File: config.mk
export PLATFORM = sky130hd
export DESIGN_NAME = scan_xlate
export DESIGN_NICKNAME = d
export VERILOG_FILES = /design/src/rtl/scan_xlate_pkg.sv /design/src/rtl/xl_loader.sv /design/src/rtl/xl_unloader.sv /design/src/rtl/scan_xlate.sv
export SDC_FILE = /design/constraint.sdc
export NUM_CORES = 1
export LEC_CHECK = 0
export BUFFER_PORTS_ARGS = -buffer_cell sky130_fd_sc_hd__buf_2
export CAP_MARGIN = 10
export CORE_MARGIN = 2
export CORE_UTILIZATION = 49
export DETAILED_ROUTE_END_ITERATION = 10
export GPL_TIMING_DRIVEN = 0
export PLACE_DENSITY_LB_ADDON = 0.3
export SLEW_MARGIN = 20
export SYNTH_ARGS = -nofsm -noshare
export SYNTH_HDL_FRONTEND = slang
export SYNTH_HIERARCHICAL = 1
export SYNTH_SLANG_ARGS = --single-unit
File: constraint.sdc
create_clock -name clk -period 1.5 [get_ports clk]
set_clock_uncertainty 0.15 [all_clocks]
set_input_delay 0.225 -clock clk [delete_from_list [all_inputs] [get_ports clk]]
set_output_delay 0.225 -clock clk [all_outputs]
set_load 0.05 [all_outputs]
File: src/rtl/scan_xlate_pkg.sv
package scan_xlate_pkg;

    // Counter width for a count of n states, never below one bit.
    function automatic int ctr_w(input int n);
        return (n <= 2) ? 1 : $clog2(n);
    endfunction

endpackage

File: src/rtl/xl_loader.sv
// Turns a target state into the serial sequence that produces it.
// FORMS holds K affine rows of K+1 bits: row j gives final flop j as a
// function of input bits x0..x(K-1) (bit m) plus a constant (bit K).
module xl_loader
    import scan_xlate_pkg::*;
#(
    parameter int                   K     = 8,
    parameter logic [K*(K+1)-1:0]   FORMS = '0
) (
    input  logic         clk,
    input  logic         rst_n,
    input  logic         start,
    input  logic [K-1:0] target,
    output logic         busy,
    output logic         valid,
    output logic         bit_o,
    output logic         done
);

    localparam int CW = ctr_w(K);
    localparam logic [CW-1:0] LAST = CW'(K - 1);

    typedef struct packed {
        logic          busy;
        logic          done;
        logic [CW-1:0] cnt;
        logic [K-1:0]  seq;
    } ld_state_t;

    ld_state_t s_d, s_q;
    logic [K-1:0] seq_sol;

    // Back-substitution: row j has unit weight on x(K-1-j) and otherwise
    // only on later inputs, so rows are solved in ascending order.
    always_comb begin
        seq_sol = '0;
        for (int j = 0; j < K; j++) begin
            logic acc;
            acc = target[j] ^ FORMS[j*(K+1)+K];
            for (int m = 0; m < K; m++) begin
                if (m != K - 1 - j && FORMS[j*(K+1)+m]) acc = acc ^ seq_sol[m];
            end
            seq_sol[K-1-j] = acc;
        end
    end

    always_comb begin
        s_d      = s_q;
        s_d.done = 1'b0;
        if (s_q.busy) begin
            s_d.seq = s_q.seq >> 1;
            if (s_q.cnt == LAST) begin
                s_d.busy = 1'b0;
                s_d.done = 1'b1;
                s_d.cnt  = '0;
            end else begin
                s_d.cnt = s_q.cnt + 1'b1;
            end
        end else if (start) begin
            s_d.busy = 1'b1;
            s_d.seq  = seq_sol;
            s_d.cnt  = '0;
        end
    end

    always_ff @(posedge clk or negedge rst_n) begin
        if (!rst_n) s_q <= '0;
        else        s_q <= s_d;
    end

    assign busy  = s_q.busy;
    assign valid = s_q.busy;
    assign bit_o = s_q.seq[0];
    assign done  = s_q.done;

endmodule

File: src/rtl/xl_unloader.sv
// Collects K scan-out samples and recovers the state held before shifting.
// FORMS row m gives sample m as a function of initial flops (bit i) plus
// a constant (bit K); row m has unit weight on flop K-1-m, else lower flops.
module xl_unloader
    import scan_xlate_pkg::*;
#(
    parameter int                   K     = 8,
    parameter logic [K*(K+1)-1:0]   FORMS = '0
) (
    input  logic         clk,
    input  logic         rst_n,
    input  logic         valid,
    input  logic         bit_i,
    output logic         done,
    output logic [K-1:0] state
);

    localparam int CW = ctr_w(K);
    localparam logic [CW-1:0] LAST = CW'(K - 1);

    typedef struct packed {
        logic          done;
        logic [CW-1:0] cnt;
        logic [K-1:0]  smp;
        logic [K-1:0]  res;
    } ul_state_t;

    ul_state_t s_d, s_q;
    logic [K-1:0] smp_nx;
    logic [K-1:0] dec;

    assign smp_nx = {bit_i, s_q.smp[K-1:1]};

    // Solve from flop 0 upward (last sample first).
    always_comb begin
        dec = '0;
        for (int m = K - 1; m >= 0; m--) begin
            logic acc;
            acc = smp_nx[m] ^ FORMS[m*(K+1)+K];
            for (int i = 0; i < K; i++) begin
                if (i != K - 1 - m && FORMS[m*(K+1)+i]) acc = acc ^ dec[i];
            end
            dec[K-1-m] = acc;
        end
    end

    always_comb begin
        s_d      = s_q;
        s_d.done = 1'b0;
        if (valid) begin
            s_d.smp = smp_nx;
            if (s_q.cnt == LAST) begin
                s_d.res  = dec;
                s_d.done = 1'b1;
                s_d.cnt  = '0;
            end else begin
                s_d.cnt = s_q.cnt + 1'b1;
            end
        end
    end

    always_ff @(posedge clk or negedge rst_n) begin
        if (!rst_n) s_q <= '0;
        else        s_q <= s_d;
    end

    assign done  = s_q.done;
    assign state = s_q.res;

endmodule

File: src/rtl/scan_xlate.sv
module scan_xlate #(
    parameter int                 K    = 8,
    parameter logic [K*K-1:0]     TAPS = 64'h0210_0400_0100_0000,
    parameter logic [K-1:0]       INV  = 8'b1010_0110
) (
    input  logic         clk,
    input  logic         rst_n,
    input  logic         ld_start,
    input  logic [K-1:0] ld_target,
    output logic         ld_busy,
    output logic         ld_valid,
    output logic         ld_bit,
    output logic         ld_done,
    input  logic         ul_valid,
    input  logic         ul_bit,
    output logic         ul_done,
    output logic [K-1:0] ul_state
);

    typedef logic [K:0]        form_t;
    typedef form_t [K-1:0]     mat_t;

    // One symbolic shift step on affine forms, scan-in given as a form.
    function automatic mat_t sym_step(input mat_t cur, input form_t xin);
        mat_t nx;
        nx[0]    = xin;
        nx[0][K] = nx[0][K] ^ INV[0];
        for (int j = 1; j < K; j++) begin
            nx[j] = cur[j-1];
            for (int i = 0; i < j - 1; i++) begin
                if (TAPS[j*K+i]) nx[j] = nx[j] ^ cur[i];
            end
            nx[j][K] = nx[j][K] ^ INV[j];
        end
        return nx;
    endfunction

    // Final state after K shifts, in terms of the K inputs.
    function automatic mat_t load_forms();
        mat_t cur;
        cur = '0;
        for (int c = 0; c < K; c++) cur = sym_step(cur, form_t'(1) << c);
        return cur;
    endfunction

    // Scan-out samples in terms of the initial state, scan-in at 0.
    function automatic mat_t obs_forms();
        mat_t cur, res;
        for (int i = 0; i < K; i++) cur[i] = form_t'(1) << i;
        for (int m = 0; m < K; m++) begin
            res[m] = cur[K-1];
            cur    = sym_step(cur, '0);
        end
        return res;
    endfunction

    localparam mat_t LD_FORMS = load_forms();
    localparam mat_t UL_FORMS = obs_forms();

    xl_loader #(.K(K), .FORMS(LD_FORMS)) i_loader (
        .clk    (clk),
        .rst_n  (rst_n),
        .start  (ld_start),
        .target (ld_target),
        .busy   (ld_busy),
        .valid  (ld_valid),
        .bit_o  (ld_bit),
        .done   (ld_done)
    );

    xl_unloader #(.K(K), .FORMS(UL_FORMS)) i_unloader (
        .clk    (clk),
        .rst_n  (rst_n),
        .valid  (ul_valid),
        .bit_i  (ul_bit),
        .done   (ul_done),
        .state  (ul_state)
    );

endmodule

* Word level (Yosys, flattened, before mapping) *
Index checks and enable logic that the tools add are counted.

storage, ports and cells
  register bits after elaboration = 33
  output and inout bits = 13
  word-level logic and storage cells = 49
  input port bits = 13

operators by class
  multiplexer cells = 11
  equality and inequality tests = 2
  add/subtract/negate cells = 2
  reduce and logical (&&, ||, !) cells = 2
  bitwise gates (word level) = 24

operators by type and width
  kind                 count
  $mux 11              2
  $mux 20              1
  $xor 1x1->1          17
  $mux 8               1
  $not 1->1            7
  $add 3x1->3 const B  2
  $eq 3x3->1 const B   2
  $mux 3               2
  $mux 1               4
  $mux 2               1
  $reduce_and 2->1     1
  $reduce_bool 2->1    1

* Longest topological paths before layout *
  word-level depth = 8
  depth in mapped cells = 6
  mapped depth without buffers = 5

* Hierarchy *
The synthesis kept the hierarchy.

modules (own cells, without submodules)
  module       instances  area an instance (µm²)  cells each  sequential area each (µm²)
  xl_unloader  1          855.8                   65          475.5
  xl_loader    1          624.3                   61          325.3

* Least setup slack after synthesis *
OpenSTA, ideal clock, no wires.

  kind = flip-flop to flip-flop
  from = reg i_loader.s_q (netlist bit i_loader/busy)
  to = reg i_loader.s_q (netlist bit i_loader/bit_o)
  buffers on the path = 0
  clock period less this slack = 1.655 ns
  cell stages (with the launch flop) = 4
  required time = 1.219 ns
  data arrival time = 1.373 ns
  library setup time = 0.131 ns
  path slack = -0.155 ns
  cell sequence = dfrtp_1 nor2_1 a22o_1 or3b_1

between the ends
  cells in the longest elaborated chain, start to end = 1
  elaborated cells on any way between the ends = 2
  those cells by class = 1 x mux; 1 x reduce/logical

RTL lines
  element                                       RTL line         RTL
  start, declared                               xl_loader.sv:30  ld_state_t s_d, s_q;
  start signal, assigned                        xl_loader.sv:67  if (!rst_n) s_q <= '0;
  start signal, assigned                        xl_loader.sv:68  else s_q <= s_d;
  $mux 11 or $reduce_bool 2->1 (tied branches)  --

Parallel ways exist; a longest one is shown, timed or not.
A chain may end at the register's enable or synchronous reset.

* Worst setup path in the final report *
  from = reg i_loader.s_q (netlist bit i_loader/busy)
  to = out ld_valid

RTL lines
  element        RTL line          RTL
  end, declared  scan_xlate.sv:11  output logic ld_valid,

No word-level cell between the ends.

==> flow_summary.toml <==
[clocking]
cts-htree-levels = 2
ctsRootBufferMaster = "sky130_fd_sc_hd__clkbuf_4"
cts.path.max_buffers = 2
cts_clk_pin_slew_worst_paths_ns = 0.09
cts_sinks = 32
tritoncts.num_buffers = 5
worstSkewPairLatency_ns = 0.31
tritoncts = "built"

[synthesis]
async_reset_ff_share_pct = 100
synth_cell_type_count = 23
synth_top_cells_by_area = "sky130_fd_sc_hd__dfrtp_1 (54%), sky130_fd_sc_hd__mux2_2 (9.9%), sky130_fd_sc_hd__xnor2_1 (5.9%)"
synthMostInstantiatedCell = "sky130_fd_sc_hd__dfrtp_1"
number_of_flops_mapped_to_enable_cells_by_yosys = 0
ys_warn_count = 6
mappedNetlistNets = 143
post_synth_instance_area_mm2 = 0.00148
postSynthCellCount = 126
synth_top_area_cell = "sky130_fd_sc_hd__dfrtp_1"
avgSynthCellArea_um2 = 11.7
synth.top_cells.by_count = "sky130_fd_sc_hd__dfrtp_1 (32), sky130_fd_sc_hd__nand2_1 (14), sky130_fd_sc_hd__mux2_2 (13)"
postSynth.topFlopCell = "sky130_fd_sc_hd__dfrtp_1"
postSynthRegisterBits = 32
seq_area_frac_synth_pct = 54.1
yosysTopAreaCellShare_pct = 54.1

[place]
place.detailed.instances = 181
detailedPlace.worstSlack_ns = -0.102
dpl_cell_area_mm2 = 0.00164
placement.io_buffers = 24
dp.final_hpwl_um = 1760
gp_congestion = 0.674

[worst_setup_path]
worstRegToRegCells = 4
worst-r2r-setup-slack_ns = 0.06
crit_type = "flip-flop to output port"
regToRegEndpoint = "i_unloader/state[7]$_DFFE_PN0P_"
critical_path_peak_fanout = 7
start_kind = "flip-flop"
critical_path_required_ns = 1.12
critical_path_arrival_ns = 1.08
r2r-start = "i_unloader/s_q[16]$_DFFE_PN0P_"
cp-end-kind = "output port"

[global_route]
wire_length_of_the_first_global_routing_pass_um = 4160
largest_net_degree_at_the_start_of_global_routing = 33
grt_use_total_pct = 15.9
grt_overflow_total = 0
antenna_found_initial = 0
vias_in_the_first_global_route = 1010

[timing]
grt_setup_unrepaired = "false"
period_minus_ws_final_ns = 1.45
layout_worst_path_cycle_share_pct = 96.9
setup_viol_count_final = 0
least_margin_pin_slew_ns = 0.699
timing.final.hold_violations = 0
timing.final.max_slew_violations = 0
slew-limit-headroom_pct = 53.4
fin_setup_tns_ns = 0
final.hold.worst_slack_ns = 0.0297
layout_setup_ws_ns = 0.0460
fmaxAchievable_mhz = 688

[cells_and_area]
sequential_cell_area_um2 = 802
finalNetCount = 176
finalCoreUtilization_pct = 61.7
share_of_post_route_cells_with_drive_strength_above_1_pct = 39.2
area_used_by_multi_input_combinational_logic_um2 = 602
area_delta_synth_final_pct = 16.9
nFillCells = 239
post_layout_instance_area_mm2 = 0.00173
insertedDiodeCount = 0
instances_no_fill = 189

[min_path]
hold_path_depth = 3
holdCritStartpoint = "ld_target[0]"
min_delay_worst_endpoint = "i_loader/s_q[7]$_DFFE_PN0P_"
worst_hold_path_type = "input port to flip-flop"

[detailed_routing]
drt_pass1_iterations = 7
via_total_after_detailed_routing = 983
route.antenna.remaining_nets = 0
routed_wl_um = 2490
detail_route.vias_per_cell = 5.20
drt_drc_violations_left = 1
initialDrtViolationCount = 26
post_drt_wl_per_cell_um = 13.2

[status]
failed_checks = "design-rule violations"
outcome = "finished, violations left"

[pwr]
design_power_total_mw = 3.45
vdd_ir_drop_max_mv = 0.827
leakage_nw = 0.853
power-per-cell-area_mw_per_mm2 = 1990

[floorplanning]
floorplan.die.width_um = 59.0
vert_die_dim_um = 59.0
boundaryPins = 26
initial_core_util_pct = 52.8
placeableCoreArea_mm2 = 0.00281
placement_rows = 19
design.die.area_mm2 = 0.00348

[run]
number_of_max_cap_violations = 0
sequential cells by signal, indices dropped and copies added, names as in the netlist:
signal,cells
i_loader/busy,1
i_unloader/done,1
i_loader/s_q,10
i_loader/bit_o,1
i_unloader/s_q,9
i_unloader/state,8
i_unloader/dec,1
i_loader/done,1
cell usage in the layout, fill, tap and decap left out, drive strengths merged:
cell type and count:
mux2 13, nor2 6, ha 4, a32o 1
dfrtp 32, xor2 2, xnor3 1, o21ai 12
xnor2 10, nand4b 1, or3b 1, mux2i 4
nand2 14, inv 2, and2 1, o22ai 1
nor4 1, clkinv 1, a22o 2, buf 36
a21oi 3, dlygate4sd3 1, clkbuf 9
power by group:
| group | internal, mW | switching [mW] |
|---|---|---|
| Combinational | 0.689 | 0.937 |
| Clock | 0.167 | 0.253 |
| Sequential | 1.19 | 0.213 |
| Total | 2.05 | 1.40 |
metal layers:
| metal | track usage, % | part of all wire [%] | wire, um |
|---|---|---|---|
| met1 | 19.5 | 44 | 1100 |
| met2 | 26.0 | 51 | 1270 |
| met3 | 3.96 | 3.4 | 85 |
| met4 | 7.79 | 1.6 | 40 |
| met5 | 0 | 0 | 0 |
how the worst max path moves through the flow:
stage | start | slack, ns | depth (start not counted) | endpoint
2_1_floorplan | i_unloader/s_q[16]$_DFFE_PN0P_ | 0.01 | 4 | i_unloader/state[1]$_DFFE_PN0P_
3_3_place_gp | i_unloader/s_q[16]$_DFFE_PN0P_ | -0.07 | 4 | i_unloader/state[4]$_DFFE_PN0P_
3_5_place_dp | i_unloader/s_q[16]$_DFFE_PN0P_ | -0.10 | 4 | i_unloader/state[7]$_DFFE_PN0P_
4_1_cts | i_unloader/s_q[16]$_DFFE_PN0P_ | 0.005 | 4 | i_unloader/state[7]$_DFFE_PN0P_
5_1_grt | i_unloader/s_q[16]$_DFFE_PN0P_ | 0.002 | 4 | i_unloader/state[4]$_DFFE_PN0P_
6_report | i_loader/busy$_DFF_PN0_ | 0.05 | 2 | ld_valid
worst max-delay path, stage by stage (launching register included):
cell	delay [ns]
sky130_fd_sc_hd__dfrtp_2	0.45
sky130_fd_sc_hd__buf_4	0.14
sky130_fd_sc_hd__buf_4	0.18
area by class of cell:
cell class | instances | area share (%)
Sequential cell | 32 | 46.3
Multi-Input combinational cell | 77 | 34.8
Timing Repair Buffer | 26 | 8.10
Buffer | 14 | 5.50
Clock buffer | 6 | 2.39
Tap cell | 31 | 2.24
Inverter | 3 | 0.651
cell families after synthesis:
family	synth area share (%)
adders and majority gates	3.38
buffers and inverters	6.76
DFF	54.1
xor gates and xnor gates	8.71
and+or+nand+nor	7.10
AOI/OAI and AO/OA	7.35
muxes	12.6
timing repair:
action / in CTS / in global routing
endpoints found under the hold margin: 32 / 0
gates resized for setup: 3 / 9
pin swaps: 1 / 0
buffers inserted: 1 / 0
hold buffers: 1 / 0
endpoints found under the setup margin: 14 / 17
gates cloned: 0 / 0
Note: power is estimated with default switching activity, not from simulation.
